--- src/rtl/uart_irq_pkg.sv ---
// Package: shared constants for the UART interrupt status unit.
// Bit positions are behavioural: software decodes the status word by them.
package uart_irq_pkg;
    localparam int STAT_W   = 8;
    localparam int ADDR_W   = 2;
    // status word bit positions
    localparam int BIT_COS  = 7;
    localparam int BIT_DBRK = 2;
    localparam int BIT_RX   = 1;
    localparam int BIT_TX   = 0;
    // pin-change register bit positions
    localparam int CHG_FLAG = 4;
    localparam int CHG_LVL  = 0;

    typedef enum logic [ADDR_W-1:0] {
        A_STATUS = 2'd0,
        A_MASK   = 2'd1,
        A_CHANGE = 2'd2,
        A_NONE   = 2'd3
    } reg_addr_e;
endpackage

--- src/rtl/cts_sync_edge.sv ---
// Module: cts_sync_edge
// Brings an asynchronous pin into the clock domain through a chain of
// STAGES flops and flags each change of the synchronized level.
// Assumes STAGES >= 2. Changes are reported only after the chain has been
// filled since reset, so the pin's reset-time level is not seen as an event.
module cts_sync_edge #(
    parameter int STAGES = 2
) (
    input  logic clk,
    input  logic rst_n,
    input  logic async_in,
    output logic level,
    output logic toggle
);
    logic [STAGES-1:0] chain_q;
    logic [STAGES:0]   fill_q;
    logic              level_d_q;

    // Purpose: shift the pin through the synchronizer chain.
    always_ff @(posedge clk) begin
        if (!rst_n) chain_q <= '0;
        else        chain_q <= {chain_q[STAGES-2:0], async_in};
    end

    // Purpose: remember the previous synchronized level for edge detection.
    always_ff @(posedge clk) begin
        if (!rst_n) level_d_q <= 1'b0;
        else        level_d_q <= chain_q[STAGES-1];
    end

    // Purpose: track how far the chain has filled with real samples.
    always_ff @(posedge clk) begin
        if (!rst_n) fill_q <= '0;
        else        fill_q <= {fill_q[STAGES-1:0], 1'b1};
    end

    assign level  = chain_q[STAGES-1];
    assign toggle = (chain_q[STAGES-1] ^ level_d_q) & fill_q[STAGES];

    // a reported change always leaves the level different from before
    p_toggle_moves_level_r4: assert property (@(posedge clk) disable iff (!rst_n)
        toggle |=> (level_d_q != $past(level_d_q)))
        else $error("toggle without level step");
endmodule

--- src/rtl/sticky_flag.sv ---
// Module: sticky_flag
// One event flag: a set pulse latches it, a clear pulse drops it.
// Assumes set and clear are synchronous pulses. Set wins when both coincide.
module sticky_flag (
    input  logic clk,
    input  logic rst_n,
    input  logic set_i,
    input  logic clr_i,
    output logic flag_o
);
    logic flag_q;

    // Purpose: hold the event until acknowledged, set over clear.
    always_ff @(posedge clk) begin
        if (!rst_n)     flag_q <= 1'b0;
        else if (set_i) flag_q <= 1'b1;
        else if (clr_i) flag_q <= 1'b0;
    end

    assign flag_o = flag_q;

    // a set in the same cycle as a clear still leaves the flag latched
    p_set_wins_r8: assert property (@(posedge clk) disable iff (!rst_n)
        set_i |=> flag_o)
        else $error("set lost");
    // a lone clear drops the flag
    p_clear_drops_r7: assert property (@(posedge clk) disable iff (!rst_n)
        (clr_i && !set_i) |=> !flag_o)
        else $error("clear ignored");
    // without set or clear the flag holds
    p_flag_holds_r7: assert property (@(posedge clk) disable iff (!rst_n)
        (!clr_i && !set_i) |=> $stable(flag_o))
        else $error("flag moved by itself");
endmodule

--- src/rtl/irq_reg_port.sv ---
// Module: irq_reg_port
// Register access for the interrupt unit: holds the mask, muxes read data
// and produces the read-acknowledge pulse for the pin-change flag.
// Assumes single-cycle strobes. Read data is combinational from the address.
module irq_reg_port
    import uart_irq_pkg::*;
(
    input  logic              clk,
    input  logic              rst_n,
    input  logic              reg_rd,
    input  logic              reg_wr,
    input  logic [ADDR_W-1:0] reg_addr,
    input  logic [STAT_W-1:0] reg_wdata,
    input  logic [STAT_W-1:0] status,
    input  logic              cts_level,
    input  logic              cos_flag,
    output logic [STAT_W-1:0] reg_rdata,
    output logic [STAT_W-1:0] mask,
    output logic              chg_ack
);
    logic [STAT_W-1:0] mask_q;
    logic [STAT_W-1:0] change_word;

    // Purpose: the mask is the only writable register; other writes are dropped.
    always_ff @(posedge clk) begin
        if (!rst_n)
            mask_q <= '0;
        else if (reg_wr && reg_addr == A_MASK)
            mask_q <= reg_wdata;
    end

    // Purpose: assemble the pin-change register view.
    always_comb begin
        change_word           = '0;
        change_word[CHG_FLAG] = cos_flag;
        change_word[CHG_LVL]  = cts_level;
    end

    // Purpose: select read data by address.
    always_comb begin
        unique case (reg_addr)
            A_STATUS: reg_rdata = status;
            A_MASK:   reg_rdata = mask_q;
            A_CHANGE: reg_rdata = change_word;
            default:  reg_rdata = '0;
        endcase
    end

    assign mask    = mask_q;
    assign chg_ack = reg_rd && (reg_addr == A_CHANGE);

    // reset leaves the mask cleared
    p_mask_reset_r1: assert property (@(posedge clk)
        !rst_n |=> (mask_q == '0))
        else $error("mask not cleared by reset");
    // the mask moves only on a write to its own address
    p_mask_only_own_write_r9: assert property (@(posedge clk) disable iff (!rst_n)
        !(reg_wr && reg_addr == A_MASK) |=> $stable(mask_q))
        else $error("mask changed without write");
endmodule

--- src/rtl/uart_irq_ctrl.sv ---
// Module: uart_irq_ctrl (top)
// Collects UART event and readiness sources into a status word, masks it,
// and drives one registered interrupt request. Also gates host writes to
// the transmit holding register on its empty flag.
// Assumes rx_break, rx_ready, rx_fifo_full, tx_ready and command pulses are
// synchronous to clk. cts_in may be asynchronous.
module uart_irq_ctrl
    import uart_irq_pkg::*;
#(
    parameter int SYNC_STAGES = 2
) (
    input  logic              clk,
    input  logic              rst_n,
    input  logic              cts_in,
    input  logic              rx_break,
    input  logic              rx_ready,
    input  logic              rx_fifo_full,
    input  logic              rx_sel_full,
    input  logic              tx_ready,
    input  logic              cos_enable,
    input  logic              cmd_clr_break,
    input  logic              reg_rd,
    input  logic              reg_wr,
    input  logic [ADDR_W-1:0] reg_addr,
    input  logic [STAT_W-1:0] reg_wdata,
    output logic [STAT_W-1:0] reg_rdata,
    input  logic              host_tx_wr,
    output logic              tx_load,
    output logic              irq
);
    logic              cts_level;
    logic              cts_toggle;
    logic              cos_set;
    logic              cos_flag;
    logic              chg_ack;
    logic              brk_d_q;
    logic              brk_edge;
    logic              dbrk_flag;
    logic [STAT_W-1:0] status;
    logic [STAT_W-1:0] mask;
    logic              irq_q;

    cts_sync_edge #(.STAGES(SYNC_STAGES)) u_cts (
        .clk      (clk),
        .rst_n    (rst_n),
        .async_in (cts_in),
        .level    (cts_level),
        .toggle   (cts_toggle)
    );

    assign cos_set = cts_toggle & cos_enable;

    sticky_flag u_cos_flag (
        .clk    (clk),
        .rst_n  (rst_n),
        .set_i  (cos_set),
        .clr_i  (chg_ack),
        .flag_o (cos_flag)
    );

    // Purpose: previous break level, so both break start and end are seen.
    always_ff @(posedge clk) begin
        if (!rst_n) brk_d_q <= 1'b0;
        else        brk_d_q <= rx_break;
    end

    assign brk_edge = rx_break ^ brk_d_q;

    sticky_flag u_brk_flag (
        .clk    (clk),
        .rst_n  (rst_n),
        .set_i  (brk_edge),
        .clr_i  (cmd_clr_break),
        .flag_o (dbrk_flag)
    );

    // Purpose: build the status word; unused positions stay zero.
    always_comb begin
        status           = '0;
        status[BIT_COS]  = cos_flag;
        status[BIT_DBRK] = dbrk_flag;
        status[BIT_RX]   = rx_sel_full ? rx_fifo_full : rx_ready;
        status[BIT_TX]   = tx_ready;
    end

    irq_reg_port u_regs (
        .clk       (clk),
        .rst_n     (rst_n),
        .reg_rd    (reg_rd),
        .reg_wr    (reg_wr),
        .reg_addr  (reg_addr),
        .reg_wdata (reg_wdata),
        .status    (status),
        .cts_level (cts_level),
        .cos_flag  (cos_flag),
        .reg_rdata (reg_rdata),
        .mask      (mask),
        .chg_ack   (chg_ack)
    );

    // Purpose: registered interrupt so the line never glitches.
    always_ff @(posedge clk) begin
        if (!rst_n) irq_q <= 1'b0;
        else        irq_q <= |(status & mask);
    end

    assign irq     = irq_q;
    assign tx_load = host_tx_wr & tx_ready;

    // with an empty mask the interrupt stays low
    p_irq_masked_r10: assert property (@(posedge clk) disable iff (!rst_n)
        (mask == '0) |=> !irq)
        else $error("interrupt with empty mask");
    // the change flag only rises while the enable was on
    p_cos_needs_enable_r5: assert property (@(posedge clk) disable iff (!rst_n)
        $rose(cos_flag) |-> $past(cos_enable))
        else $error("change flag without enable");
    // reset leaves the interrupt low
    p_irq_reset_r1: assert property (@(posedge clk)
        !rst_n |=> !irq)
        else $error("interrupt after reset");
endmodule

--- config.mk ---
export PLATFORM = sky130hd
export DESIGN_NAME = uart_irq_ctrl
export DESIGN_NICKNAME = d
export VERILOG_FILES = /design/src/rtl/uart_irq_pkg.sv /design/src/rtl/cts_sync_edge.sv /design/src/rtl/sticky_flag.sv /design/src/rtl/irq_reg_port.sv /design/src/rtl/uart_irq_ctrl.sv
export SDC_FILE = /design/constraint.sdc
export NUM_CORES = 1
export LEC_CHECK = 0
export BUFFER_PORTS_ARGS = -buffer_cell sky130_fd_sc_hd__buf_2
export CAP_MARGIN = 20
export CELL_PAD_IN_SITES_DETAIL_PLACEMENT = 2
export CELL_PAD_IN_SITES_GLOBAL_PLACEMENT = 2
export CORE_MARGIN = 5
export CORE_UTILIZATION = 29
export DETAILED_ROUTE_END_ITERATION = 7
export GPL_TIMING_DRIVEN = 0
export PLACE_DENSITY = 0.86
export SLEW_MARGIN = 0
export SYNTH_ARGS = -nofsm -noshare
export SYNTH_HDL_FRONTEND = slang
export SYNTH_SLANG_ARGS = --single-unit
--- constraint.sdc ---
create_clock -name clk -period 2.3 [get_ports clk]
set_input_delay 0.115 -clock clk [delete_from_list [all_inputs] [get_ports clk]]
set_output_delay 0.115 -clock clk [all_outputs]
set_load 0.01 [all_outputs]
Word level (Yosys, flattened, before mapping)
Cells that the tools add are included.
{"block": "word_totals", "ff_bits": 18, "latch_bits": 0, "ram_bits": 0, "romBits": 0, "input_bits": 23, "out_inout_bits": 10, "wordCells": 30, "memories": 0}
{"block": "op_classes", "n_addsub": 0, "n_mul": 0, "div": 0, "n_lt_le_gt_ge": 0, "eq_ne": 2, "shift": 0, "mux": 7, "n_bitwise": 6, "n_reduce_logical": 6}
{"operator": "8-bit case mux with 3 select lines", "n": 1}
{"operator": "8-bit AND", "n": 1}
{"operator": "8-bit OR reduction", "n": 1}
{"operator": "1-bit 2-to-1 mux", "n": 6}
{"operator": "2-bit nonzero test", "n": 2}
{"operator": "1-bit AND", "n": 3}
{"operator": "2-bit by 1-bit equality test with 1-bit output (second input constant)", "n": 1}
{"operator": "2-bit equality test (second input constant)", "n": 1}
{"operator": "1-bit logical AND", "n": 2}
{"operator": "2-bit zero test", "n": 1}
{"operator": "1-bit XOR", "n": 2}

Logic depth before layout (Yosys ltp)
Gate-level depths: netlist of run 1.
{"block": "logic_depth", "word_depth": 4, "depth_mapped": 5, "mapped_depth_nobuf": 3}

Modules after synthesis
From an unflattened synthesis of run 1, not the netlist that was laid out.
{"block": "unflattened", "hier_cells": 86, "hier_area_um2": 849.6}
{"mod": "irq_reg_port", "instances": 1, "cells_each": 56, "area_per_inst_um2": 485.5, "seq_area_each_um2": 160.2}
{"mod": "cts_sync_edge", "instances": 1, "cells_each": 13, "area_per_inst_um2": 167.7, "seq_area_each_um2": 120.1}
{"mod": "uart_irq_ctrl", "instances": 1, "cells_each": 11, "area_per_inst_um2": 113.9, "seq_area_each_um2": 40.0}
{"mod": "sticky_flag", "instances": 2, "cells_each": 3, "area_per_inst_um2": 41.3, "seq_area_each_um2": 20.0}

Worst setup path after synthesis of run 1
Ideal clock, no wire load.
{"block": "synth_timing", "path_kind": "reg2reg", "startpoint": "register u_cts.chain_q[1]", "endpoint": "register u_cos_flag.flag_q, in the netlist u_cos_flag.flag_o", "setup_ns": 0.115, "arrival_ns": 0.776, "t_required_ns": 2.185, "slack_ns": 1.409, "stages_incl_launch_ff": 4, "path_buffers": 0, "period_less_slack_ns": 0.891, "path_cell_list": "dfxtp_1 > xor2_1 > and3_1 > o21a_1"}
{"block": "synth_via", "elab_chain_cells": 4, "word_cells_on_any_way": 5, "classes_between": "1 x mux; 3 x bitwise; 1 x reduce/logical"}
{"item": "start: declaration", "line": "cts_sync_edge.sv:15", "rtl": "logic [STAGES-1:0] chain_q;"}
{"item": "start signal: assignment", "line": "cts_sync_edge.sv:22", "rtl": "else chain_q <= {chain_q[STAGES-2:0], async_in};"}
{"item": "1-bit XOR *", "line": "cts_sync_edge.sv:38", "rtl": "assign toggle = (chain_q[STAGES-1] ^ level_d_q) & fill_q[STAGES];"}
{"item": "1-bit AND *", "line": "cts_sync_edge.sv:38"}
{"item": "1-bit AND *", "line": "uart_irq_ctrl.sv:51", "rtl": "assign cos_set = cts_toggle & cos_enable;"}
{"item": "1-bit 2-to-1 mux / 2-bit nonzero test (equally long branches)"}
{"item": "end signal: assignment", "line": "sticky_flag.sv:15", "rtl": "if (!rst_n) flag_q <= 1'b0;"}
{"item": "end signal: assignment", "line": "sticky_flag.sv:16", "rtl": "else if (set_i) flag_q <= 1'b1;"}
{"item": "end signal: assignment", "line": "sticky_flag.sv:17", "rtl": "else if (clr_i) flag_q <= 1'b0;"}
{"item": "end: declaration", "line": "sticky_flag.sv:11", "rtl": "logic flag_q;"}
Mark *: on every way between the ends. The rest lies on a longest branch, timed or not.
A chain may end at the register's enable or synchronous reset.

Worst setup path in the final report of run 1
{"block": "layout_timing", "startpoint": "register u_cts.chain_q[1]", "endpoint": "output reg_rdata[0]"}
{"block": "layout_via", "elab_chain_cells": 1}
{"item": "8-bit case mux with 3 select lines", "line": "irq_reg_port.sv:41", "rtl": "unique case (reg_addr)"}
{"item": "end: declaration", "line": "uart_irq_ctrl.sv:26", "rtl": "output logic [STAT_W-1:0] reg_rdata,"}
No other way between the ends.

==> results of run 1 <==
metal layers:
metal / wire length (µm) / global-route usage (%) / vias up / share of wire, %
met1: 958 / 13.5 / 328 / 41
met2: 1210 / 20.9 / 24 / 52
met3: 147 / 4.26 / 2 / 6.3
li1: - / - / 337 / -
met4: 17 / 4.68 / 0 / 0.73
met5: 0 / 0 / - / 0
cell families after synthesis:
kind of cell / after synthesis / synth area share [%]
muxes: 5 / 6.13
DFF: 18 / 43.0
AOI/OAI and AO/OA: 15 / 15.8
xor gates and xnor gates: 2 / 2.09
buffers and inverters: 4 / 4.78
and+or+nand+nor: 36 / 28.1
registers in the layout, summed over array words and instances (netlist names):
signal,flops
u_cts.fill_q,3
u_cos_flag.flag_o,1
u_cts.level_d_q,1
u_brk_flag.flag_o,1
irq,1
u_regs.mask,8
u_cts.chain_q,2
brk_d_q,1
worst min path at each step:
stage | from | end | slack [ps] | cells after the start
2_1_floorplan | rst_n | u_cts.fill_q[0]$_DFF_P_ | 140 | 0
3_3_place_gp | cts_in | u_cts.chain_q[0]$_SDFF_PN0_ | 320 | 2
3_5_place_dp | rst_n | u_cts.fill_q[0]$_DFF_P_ | 340 | 1
4_1_cts | rst_n | u_cts.fill_q[0]$_DFF_P_ | 30 | 1
5_1_grt | rst_n | u_cts.fill_q[0]$_DFF_P_ | 30 | 1
6_report | rst_n | u_cts.fill_q[0]$_DFF_P_ | 30 | 1
stage by stage:
stage,std cells,total power (W)
after global routing,144,0.000607
after detailed placement,141,0.000424
after CTS,144,0.000581
after floorplan,80,0.000384
after global placement,141,0.000418
final,144,0.000573
power by group:
part / leakage (nW) / total (W) / switching [W] / internal (W)
combinational: 0.311 / 0.0000846 / 0.0000411 / 0.0000435
clock: 0.0138 / 0.000157 / 0.0000963 / 0.0000609
sequential: 0.148 / 0.000331 / 0.00000677 / 0.000324
total: 0.473 / 0.000573 / 0.000144 / 0.000428
cells in the final DEF (no fill, tap or decap), types with 2 or more instances in the layout:
| cell type | count |
|---|---|
| sky130_fd_sc_hd__mux2i_1 | 4 |
| sky130_fd_sc_hd__and2_2 | 3 |
| sky130_fd_sc_hd__nand3_2 | 5 |
| sky130_fd_sc_hd__dfxtp_1 | 18 |
| sky130_fd_sc_hd__nand2_1 | 10 |
| sky130_fd_sc_hd__buf_6 | 2 |
| sky130_fd_sc_hd__clkbuf_4 | 3 |
| sky130_fd_sc_hd__a21boi_0 | 3 |
| sky130_fd_sc_hd__and2_1 | 7 |
| sky130_fd_sc_hd__nand3_1 | 3 |
| sky130_fd_sc_hd__a21boi_2 | 5 |
| sky130_fd_sc_hd__nor2_1 | 3 |
| sky130_fd_sc_hd__buf_2 | 30 |
| sky130_fd_sc_hd__a21boi_1 | 3 |
final cells by class:
class,instances,share of cell area [%]
clock buffer,3,2.15
multi-input combinational,58,41.6
timing repair buffer,30,14.3
buffer,4,3.82
tap,31,3.70
sequential,18,34.4
==> out/metrics.cfg, run 1 <==
[run_status]
result_of_the_run = complete, no violations

[logic_synthesis]
synth_cells = 80
ys_seq_elements = 18
ys_dominant_reg_cell = sky130_fd_sc_hd__dfxtp_1
yosys_warnings = 0
synth.most_common_cell = sky130_fd_sc_hd__dfxtp_1
synth.cell_area_um2 = 837
synth_edf_count = 0
post_synth_main_area_contributors = sky130_fd_sc_hd__dfxtp_1 43%, sky130_fd_sc_hd__a21boi_2 6.7%, sky130_fd_sc_hd__nand3_2 6.0%
synth.yosys.seq_area_share_pct = 43.0
post-synth-top-area-cell = sky130_fd_sc_hd__dfxtp_1
synth_nets = 103
synthArstFlopShare_pct = 0
ys_types = 26
post_synth_most_frequent_cells = 18 x sky130_fd_sc_hd__dfxtp_1, 10 x sky130_fd_sc_hd__nand2_1, 7 x sky130_fd_sc_hd__and2_1
synth_largest_type_area_fraction_pct = 43.0
syn_avg_cell_area_um2 = 10.5

[critical_path]
rrSetupSlack_ps = 1340
critical_path_endpoint_category = output port
reg2reg_from = u_cts.chain_q[1]$_SDFF_PN0_
critical_path.top_delay_family = flip-flops
critical_path_buf_inv_count = 1
critPathArrivalTime_ps = 1050
critical_path.slowest_cell = sky130_fd_sc_hd__dfxtp_1
timing.critical_path.to = reg_rdata[0]
critical_path_required_ps = 2180
critical_path_depth = 3
startpoint = u_cts.chain_q[1]$_SDFF_PN0_
critical_path.reg2reg.endpoint = u_cos_flag.flag_o$_SDFFE_PN0P_
worst-path-max-fanout = 3
cp-start-kind = flop
worstSetupPathType = reg -> out
reg2reg_depth = 3
cp_cell_sequence = mux2i_1 > o21ai_0 > buf_2
cpPeakStageDelay_ps = 380

[die]
fp.coreArea_um2 = 2760
initial_utilization_pct = 30.4
io_pins = 33
die_w_um = 63.7
die-height_um = 63.7
fp-row-count = 19
die_area_um2 = 4060

[finish]
post-route-util_pct = 38.0
post_route_cells_drive_above_1_share_pct = 46.9
final_cell_area_um2 = 1050
n_antenna_cell = 0
design.final.nets = 138
flow.area_growth_from_synthesis_pct = 25.3
combined_area_of_the_multi_input_logic_cells_um2 = 437
layout.filler_cells = 316
regArea_um2 = 360

[timing]
fin_ws_ps = 1130
grt_setup_unrepaired = false
slew_headroom_pct = 76.6
post_route_clock_period_utilization_pct = 50.8
tightestPinTransition_ps = 351
hold_ws_ps = 33.9
final.setup.tns_ps = 0
period_needed_ps = 1170
achievable_freq_ghz = 0.856
report.final.hold_viol_count = 0
clock_skew_ps = 5.98
setup_viol_count_final = 0
report.final.slew_viol_count = 0

[clock_tree]
inserted_clock_buffers = 3
clock_latency_ps = 290
cts_hold_buffers = 0
clock_tree.htree_level_count = 1
tritoncts = done
clock_path_buffers = 2
post_cts.resized_instances = 0
post-cts-setup-buffers = 0
clock_sink_count = 18
worst_setup_hold_path_clk_slew_ps = 100
cts.root.buffer_cell = sky130_fd_sc_hd__clkbuf_4

[route]
drt-initial-drc-count = 15
drc = 0
avgViaCountPerCell = 4.80
antenna_left = 0
postRouteWirelength_um = 2330
routed-via-count = 691
first_pass_iters = 4
wl_per_cell_um = 16.2

[flow_run]
max-cap-violations = 0

[global_route]
groute.usage.overall_pct = 12.1
wire_length_of_the_first_global_routing_pass_um = 3770
largest_net_degree_at_the_start_of_global_routing = 11
grt_overflow_total = 0
first_global_vias = 805
grt_antenna_before_repair = 0

[placement]
pre_cts_ws_ps = 1270
final_weighted_congestion_in_routability_driven_placement = 0.693
hpwlAfterDp_um = 1860
placement.io_buffers = 30
cell_area_placed_um2 = 1030

[pwr]
power.ir.vdd_worst_v = 0.000371
p_leak_nw = 0.473
power.density_nw_per_um2 = 546

[worst_hold_path]
timing.hold.worst.class = in -> reg

Power figures use the tool's default switching activity.
==> inputs of run 2 (changes only) <==
--- a/config.mk
+++ b/config.mk
@@ -5,15 +5,16 @@
 export SDC_FILE = /design/constraint.sdc
 export NUM_CORES = 1
 export LEC_CHECK = 0
+export ABC_AREA = 1
 export BUFFER_PORTS_ARGS = -buffer_cell sky130_fd_sc_hd__buf_2
 export CAP_MARGIN = 20
 export CELL_PAD_IN_SITES_DETAIL_PLACEMENT = 2
 export CELL_PAD_IN_SITES_GLOBAL_PLACEMENT = 2
 export CORE_MARGIN = 5
-export CORE_UTILIZATION = 29
+export CORE_UTILIZATION = 23
 export DETAILED_ROUTE_END_ITERATION = 7
 export GPL_TIMING_DRIVEN = 0
-export PLACE_DENSITY = 0.86
+export PLACE_DENSITY = 0.82
 export SLEW_MARGIN = 0
 export SYNTH_ARGS = -nofsm -noshare
 export SYNTH_HDL_FRONTEND = slang
==> constraint.sdc (replaced) <==
create_clock -name clk -period 1.1 [get_ports clk]
set_input_delay 0.055 -clock clk [delete_from_list [all_inputs] [get_ports clk]]
set_output_delay 0.055 -clock clk [all_outputs]
set_load 0.01 [all_outputs]
==> run 2 against run 1 <==
Register-to-register slack got worse by 1100 ps. Via count increased by 36%. Synthesized cell count increased by 55%. Clock power increased to 2.7 times the previous value. Count of clock-buffer cells in the layout increased by 1. Final area increased by 16%. Hold slack got worse by 11 ps. Critical path depth unchanged. Global-route usage increased by 1.2 points. Largest cell class is now sequential cells. Highest routed layer unchanged.
==> out/metrics.cfg, run 2 <==
[finish]
final_cell_area_um2 = 1220
layout.filler_cells = 412
most_frequent_cells_in_the_layout = 35 x sky130_fd_sc_hd__nand2_1, 32 x sky130_fd_sc_hd__buf_2, 25 x sky130_fd_sc_hd__inv_1
layout.cells.most_common = sky130_fd_sc_hd__nand2_1
post_route_cells_drive_above_1_share_pct = 33.5
max_reg_flops = 8
flow.area_growth_from_synthesis_pct = 49.8
regArea_um2 = 372
design.final.nets = 197
n_antenna_cell = 0
post-route-util_pct = 35.9
combined_area_of_the_multi_input_logic_cells_um2 = 344

[flow_run]
max-cap-violations = 0

[route]
wl_per_cell_um = 14.1
drc = 0
antenna_left = 0
routed-via-count = 942
first_pass_iters = 4
avgViaCountPerCell = 4.30
drt-initial-drc-count = 10
postRouteWirelength_um = 3100

[clock_tree]
tritoncts = done
worst_setup_hold_path_clk_slew_ps = 110
inserted_clock_buffers = 3
clock_tree.htree_level_count = 1
clock_path_buffers = 2
cts.root.buffer_cell = sky130_fd_sc_hd__clkbuf_4
clock_latency_ps = 310
clock_sink_count = 18

[pwr]
p_leak_nw = 0.692
power.density_nw_per_um2 = 1120
cellInternalPower_w = 0.000993
combPwrFrac_pct = 17.1
total_switching_power_w = 0.000368
power.ir.vdd_worst_v = 0.000297
totalPowerFinal_w = 0.00136
share_seq_of_total_power_pct = 51.3
switching_power_as_a_share_of_total_power_pct = 27.0
pwr-share-clk_pct = 31.6

[logic_synthesis]
synth_cells = 124
post_synth_main_area_contributors = sky130_fd_sc_hd__dfxtp_1 44%, sky130_fd_sc_hd__nand2_1 17%, sky130_fd_sc_hd__inv_1 12%
post_synth_most_frequent_cells = 36 x sky130_fd_sc_hd__nand2_1, 27 x sky130_fd_sc_hd__inv_1, 22 x sky130_fd_sc_hd__nor2_1
synth_nets = 147
syn_avg_cell_area_um2 = 6.55
synth.most_common_cell = sky130_fd_sc_hd__nand2_1
ys_dominant_reg_cell = sky130_fd_sc_hd__dfxtp_1
synth-compound-area-share_pct = 6.16
yosys_warnings = 0
synthSimpleGateAreaFrac_pct = 34.2
synthXorXnorAreaFrac_pct = 0
post_synth_mux_area_share_pct = 0
ys_seq_elements = 18
synth.cell_area_um2 = 812
ys_types = 14
synthArstFlopShare_pct = 0
synth_edf_count = 0
synth.yosys.seq_area_share_pct = 44.4
synth-adder-area-share_pct = 0
post-synth-top-area-cell = sky130_fd_sc_hd__dfxtp_1
synth_top_family_by_area = simple AND/OR/NAND/NOR gates
synth_largest_type_area_fraction_pct = 44.4

[critical_path]
critical_path.reg2reg.endpoint = irq$_SDFF_PN0_
critical_path_required_ps = 1040
cp-start-kind = flop
rrSetupSlack_ps = 220
critPathArrivalTime_ps = 1020
reg2reg_from = u_brk_flag.flag_o$_SDFFE_PN0P_
cpPeakStageDelay_ps = 360
timing.critical_path.to = reg_rdata[0]
critical_path.slowest_cell = sky130_fd_sc_hd__dfxtp_2
reg2reg_depth = 5
worst-path-max-fanout = 2
critical_path_endpoint_category = output port
cp_cell_sequence = inv_2 > o211ai_1 > buf_2
startpoint = u_regs.mask[0]$_SDFFE_PN0P_
worstSetupPathType = reg -> out

[die]
die_area_um2 = 4820
fp.coreArea_um2 = 3390
die-height_um = 69.4
io_pins = 33
initial_utilization_pct = 24.0
die_w_um = 69.4
fp-row-count = 21

[worst_hold_path]
timing.hold.worst.class = in -> reg
min_path_cells = 3

[timing]
tightestPinTransition_ps = 347
final.setup.tns_ps = 0
clock_skew_ps = 9.07
period_needed_ps = 1080
grt_setup_unrepaired = true
report.final.slew_viol_count = 0
fin_ws_ps = 24.3
achievable_freq_ghz = 0.930
post_route_clock_period_utilization_pct = 97.8
slew_headroom_pct = 76.8
report.final.hold_viol_count = 0
setup_viol_count_final = 0

[global_route]
wire_length_of_the_first_global_routing_pass_um = 4990
grt_antenna_before_repair = 0
groute.usage.overall_pct = 13.3
grt_overflow_total = 0
largest_net_degree_at_the_start_of_global_routing = 11
first_global_vias = 1044

[placement]
pre_cts_ws_ps = 107
cell_area_placed_um2 = 1030
hpwlAfterDp_um = 2100
placement.io_buffers = 32
final_weighted_congestion_in_routability_driven_placement = 0.766

[run_status]
result_of_the_run = complete, no violations

[run 2: final cells by class]
type	count	share of cell area [%]
multi-input cells	76	28.3
plain buffers	2	1.54
inverters	28	8.64
flip-flops and latches	18	30.6
well taps	46	4.73
clock buffers	4	2.98
repair buffers	45	23.3
[run 2: repair_timing]
item                                    CTS  global route
gates resized for setup                   5            13
hold buffers                             10             0
setup buffers                             0             3
endpoints found under the setup margin    4             5
pin swaps                                 1             5
hold endpoints to repair                 10             0
[run 2: worst min path at each step]
stage / start / end / slack, ps
global route: reg_wdata[7] / u_regs.mask[7]$_SDFFE_PN0P_ / 30
CTS: reg_wdata[7] / u_regs.mask[7]$_SDFFE_PN0P_ / 5
floorplan: rst_n / u_cts.fill_q[0]$_DFF_P_ / 80
finish: reg_wdata[7] / u_regs.mask[7]$_SDFFE_PN0P_ / 20
global placement: cts_in / u_cts.chain_q[0]$_SDFF_PN0_ / 240
detailed placement: cts_in / u_cts.chain_q[0]$_SDFF_PN0_ / 240
[run 2: cell families (layout without fill, tap and decap cells)]
logic type / after synthesis / in the layout
AND/OR/NAND/NOR: 67 / 67
buffers and inverters: 30 / 79
flip-flops: 18 / 18
AO/OA/AOI/OAI: 9 / 9
[run 2: worst max-delay path, delay by kind of cell, from the launching register on]
family	cells	cell delay [ps]
flops	1	360
buf+inv	2	200
compound gates	1	150
[run 2: per-layer routing]
layer | vias up | wire (µm) | global-route usage [%]
li1 | 459 | - | -
met1 | 454 | 1210 | 13.9
met2 | 24 | 1700 | 25.0
met3 | 5 | 121 | 2.46
met4 | 0 | 68 | 6.51
met5 | - | 0 | 0
[run 2: power groups by stage]
stage	logic (W)	registers, W	clock network [W]
4_1_cts	0.000219	0.000699	0.000450
5_1_grt	0.000262	0.000703	0.000481
2_1_floorplan	0.0000959	0.000709	0
6_report	0.000233	0.000699	0.000430
3_5_place_dp	0.000189	0.000712	0
3_3_place_gp	0.000176	0.000710	0
[run 2: metrics by stage]
step                instances  hold WS (ps)
finish                    219          22.6
global route              219          26.2
CTS                       216          5.27
detailed placement        202           244
global placement          202           237
floorplan                 124          82.7
==> inputs of run 3 (changes only) <==
--- a/config.mk
+++ b/config.mk
@@ -14,7 +14,7 @@
 export CORE_UTILIZATION = 23
 export DETAILED_ROUTE_END_ITERATION = 7
 export GPL_TIMING_DRIVEN = 0
-export PLACE_DENSITY = 0.82
+export PLACE_DENSITY = 0.74
 export SLEW_MARGIN = 0
 export SYNTH_ARGS = -nofsm -noshare
 export SYNTH_HDL_FRONTEND = slang
==> run 3 against run 2 <==
Utilization fell by 0.52 points. Clock power fell by 4%. Die area did not move. Clock skew fell by 8.6 ps.
==> out/metrics.cfg, run 3 (synthesis gave the netlist of run 2 again) <==
[timing]
grt_setup_unrepaired = true
fin_ws_ps = 31.1
report.final.slew_viol_count = 0
post_route_clock_period_utilization_pct = 97.2
period_needed_ps = 1070
tightestPinTransition_ps = 302
slew_headroom_pct = 79.8
report.final.hold_viol_count = 0
clock_skew_ps = 0.475
setup_viol_count_final = 0
achievable_freq_ghz = 0.936

[clock_tree]
cts.root.buffer_cell = sky130_fd_sc_hd__clkbuf_4
clock_sink_count = 18
clock_tree.htree_level_count = 1
clock_path_buffers = 2
worst_setup_hold_path_clk_slew_ps = 110
inserted_clock_buffers = 3
clock_latency_ps = 290
tritoncts = done

[global_route]
grt_overflow_total = 0
groute.usage.overall_pct = 12.5
first_global_vias = 1052
grt_antenna_before_repair = 0
wire_length_of_the_first_global_routing_pass_um = 4840
largest_net_degree_at_the_start_of_global_routing = 11

[finish]
layout.cells.most_common = sky130_fd_sc_hd__nand2_1
most_frequent_cells_in_the_layout = 36 x sky130_fd_sc_hd__nand2_1, 32 x sky130_fd_sc_hd__buf_2, 26 x sky130_fd_sc_hd__inv_1
n_antenna_cell = 0
layout.filler_cells = 430
design.final.nets = 197
max_reg_flops = 8
post_route_cells_drive_above_1_share_pct = 29.5
flow.area_growth_from_synthesis_pct = 47.6

[critical_path]
cpPeakStageDelay_ps = 350
critical_path_buf_inv_count = 2
critical_path.reg2reg.endpoint = u_cos_flag.flag_o$_SDFFE_PN0P_
reg2reg_depth = 5
cp_cell_sequence = inv_2 > o211ai_1 > buf_2
rrSetupSlack_ps = 290
critPathArrivalTime_ps = 1010
critical_path.slowest_cell = sky130_fd_sc_hd__dfxtp_2
worstSetupPathType = reg -> out
cp-start-kind = flop
worst-path-max-fanout = 2
reg2reg_from = u_cts.chain_q[1]$_SDFF_PN0_
critical_path_depth = 3
critical_path.top_delay_family = flip-flops
critical_path_endpoint_category = output port
critical_path_required_ps = 1040

[die]
die-height_um = 69.4
fp.coreArea_um2 = 3390
die_w_um = 69.4
initial_utilization_pct = 24.0
fp-row-count = 21
die_area_um2 = 4820
io_pins = 33

[route]
wl_per_cell_um = 12.6
antenna_left = 0
first_pass_iters = 2
routed-via-count = 919
drt-initial-drc-count = 14
postRouteWirelength_um = 2760
avgViaCountPerCell = 4.20
drc = 0

[pwr]
power.ir.vdd_worst_v = 0.000459
power.density_nw_per_um2 = 1110
p_leak_nw = 0.688
totalPowerFinal_w = 0.00133

[run_status]
result_of_the_run = complete, no violations

[worst_hold_path]
min_path_cells = 4
worstHoldEndpoint = u_cos_flag.flag_o$_SDFFE_PN0P_
timing.hold.worst.class = in -> reg
min_delay_startpoint = reg_rd

[placement]
placement.io_buffers = 32
final_weighted_congestion_in_routability_driven_placement = 0.713
hpwlAfterDp_um = 2060
pre_cts_ws_ps = 123

[flow_run]
max-cap-violations = 0

run 3: changes by cell type in the layout (fill, tap and decap cells not counted):
cell / previous run / this run
sky130_fd_sc_hd__nand3_2: 2 / 0
sky130_fd_sc_hd__o21ai_0: 1 / 4
sky130_fd_sc_hd__inv_2: 3 / 2
sky130_fd_sc_hd__dlygate4sd3_1: 10 / 11
sky130_fd_sc_hd__dfxtp_1: 11 / 12
sky130_fd_sc_hd__o21ai_2: 1 / 0
sky130_fd_sc_hd__o21ai_1: 3 / 1
sky130_fd_sc_hd__buf_4: 4 / 3
sky130_fd_sc_hd__dfxtp_4: 1 / 0
sky130_fd_sc_hd__inv_1: 25 / 26
sky130_fd_sc_hd__nand3_1: 4 / 6
sky130_fd_sc_hd__nand2_2: 3 / 2
sky130_fd_sc_hd__nand2_1: 35 / 36
run 3: layout make-up:
type	instances	area [µm²]	area share (%)
Clock buffer	4	36.3	3.03
Tap cell	46	57.6	4.80
Sequential cell	18	368	30.7
Inverter	28	105	8.77
Timing Repair Buffer	45	285	23.8
Buffer	2	18.8	1.57
Multi-Input combinational cell	76	328	27.3
run 3: worst max-delay path by stage:
stage / to / from / slack (ps)
after floorplan: reg_rdata[7] / u_regs.mask[7]$_SDFFE_PN0P_ / 400
after global placement: reg_rdata[7] / reg_addr[1] / 110
after detailed placement: reg_rdata[7] / reg_addr[1] / 120
after CTS: reg_rdata[0] / u_regs.mask[0]$_SDFFE_PN0P_ / 2
after global routing: reg_rdata[0] / u_regs.mask[0]$_SDFFE_PN0P_ / -60
final: reg_rdata[0] / u_regs.mask[0]$_SDFFE_PN0P_ / 30
run 3: metal layers:
metal	track usage (%)	wire, µm	up-vias
met5	0	0	-
met4	5.21	34	0
met3	1.74	96	2
met2	24.8	1590	15
met1	12.7	1040	442
li1	-	-	460
run 3: stage by stage:
stage	hold WS (ps)	utilization (%)	TNS (ps)	std cells	area, µm²
final	50.7	35.4	0	219	1200
after global routing	102	35.4	-185	219	1200
after CTS	42.9	35.0	0	218	1190
after detailed placement	256	30.4	0	202	1030
after global placement	241	30.4	0	202	1030
after floorplan	82.7	-	0	124	812
run 3: what timing repair did:
action | CTS | global route
pin swaps | 2 | 1
gates resized for setup | 4 | 4
endpoints found under the hold margin | 11 | 0
hold buffers | 11 | 0
setup buffers | 1 | 1
setup endpoints to repair | 3 | 5
run 3: worst register-to-register path: stages, from the launching register on:
cell and delay (ps):
sky130_fd_sc_hd__dfxtp_2 340, sky130_fd_sc_hd__buf_4 140, sky130_fd_sc_hd__inv_1 50, sky130_fd_sc_hd__nand2_1 50
sky130_fd_sc_hd__nand3_1 80, sky130_fd_sc_hd__a21oi_1 60
run 3: power breakdown:
group          leakage [nW]  internal, W  switching, W
Clock                0.0210     0.000202      0.000212
Sequential            0.151     0.000685     0.0000132
Combinational         0.517     0.000106      0.000117
Total                 0.688     0.000993      0.000342
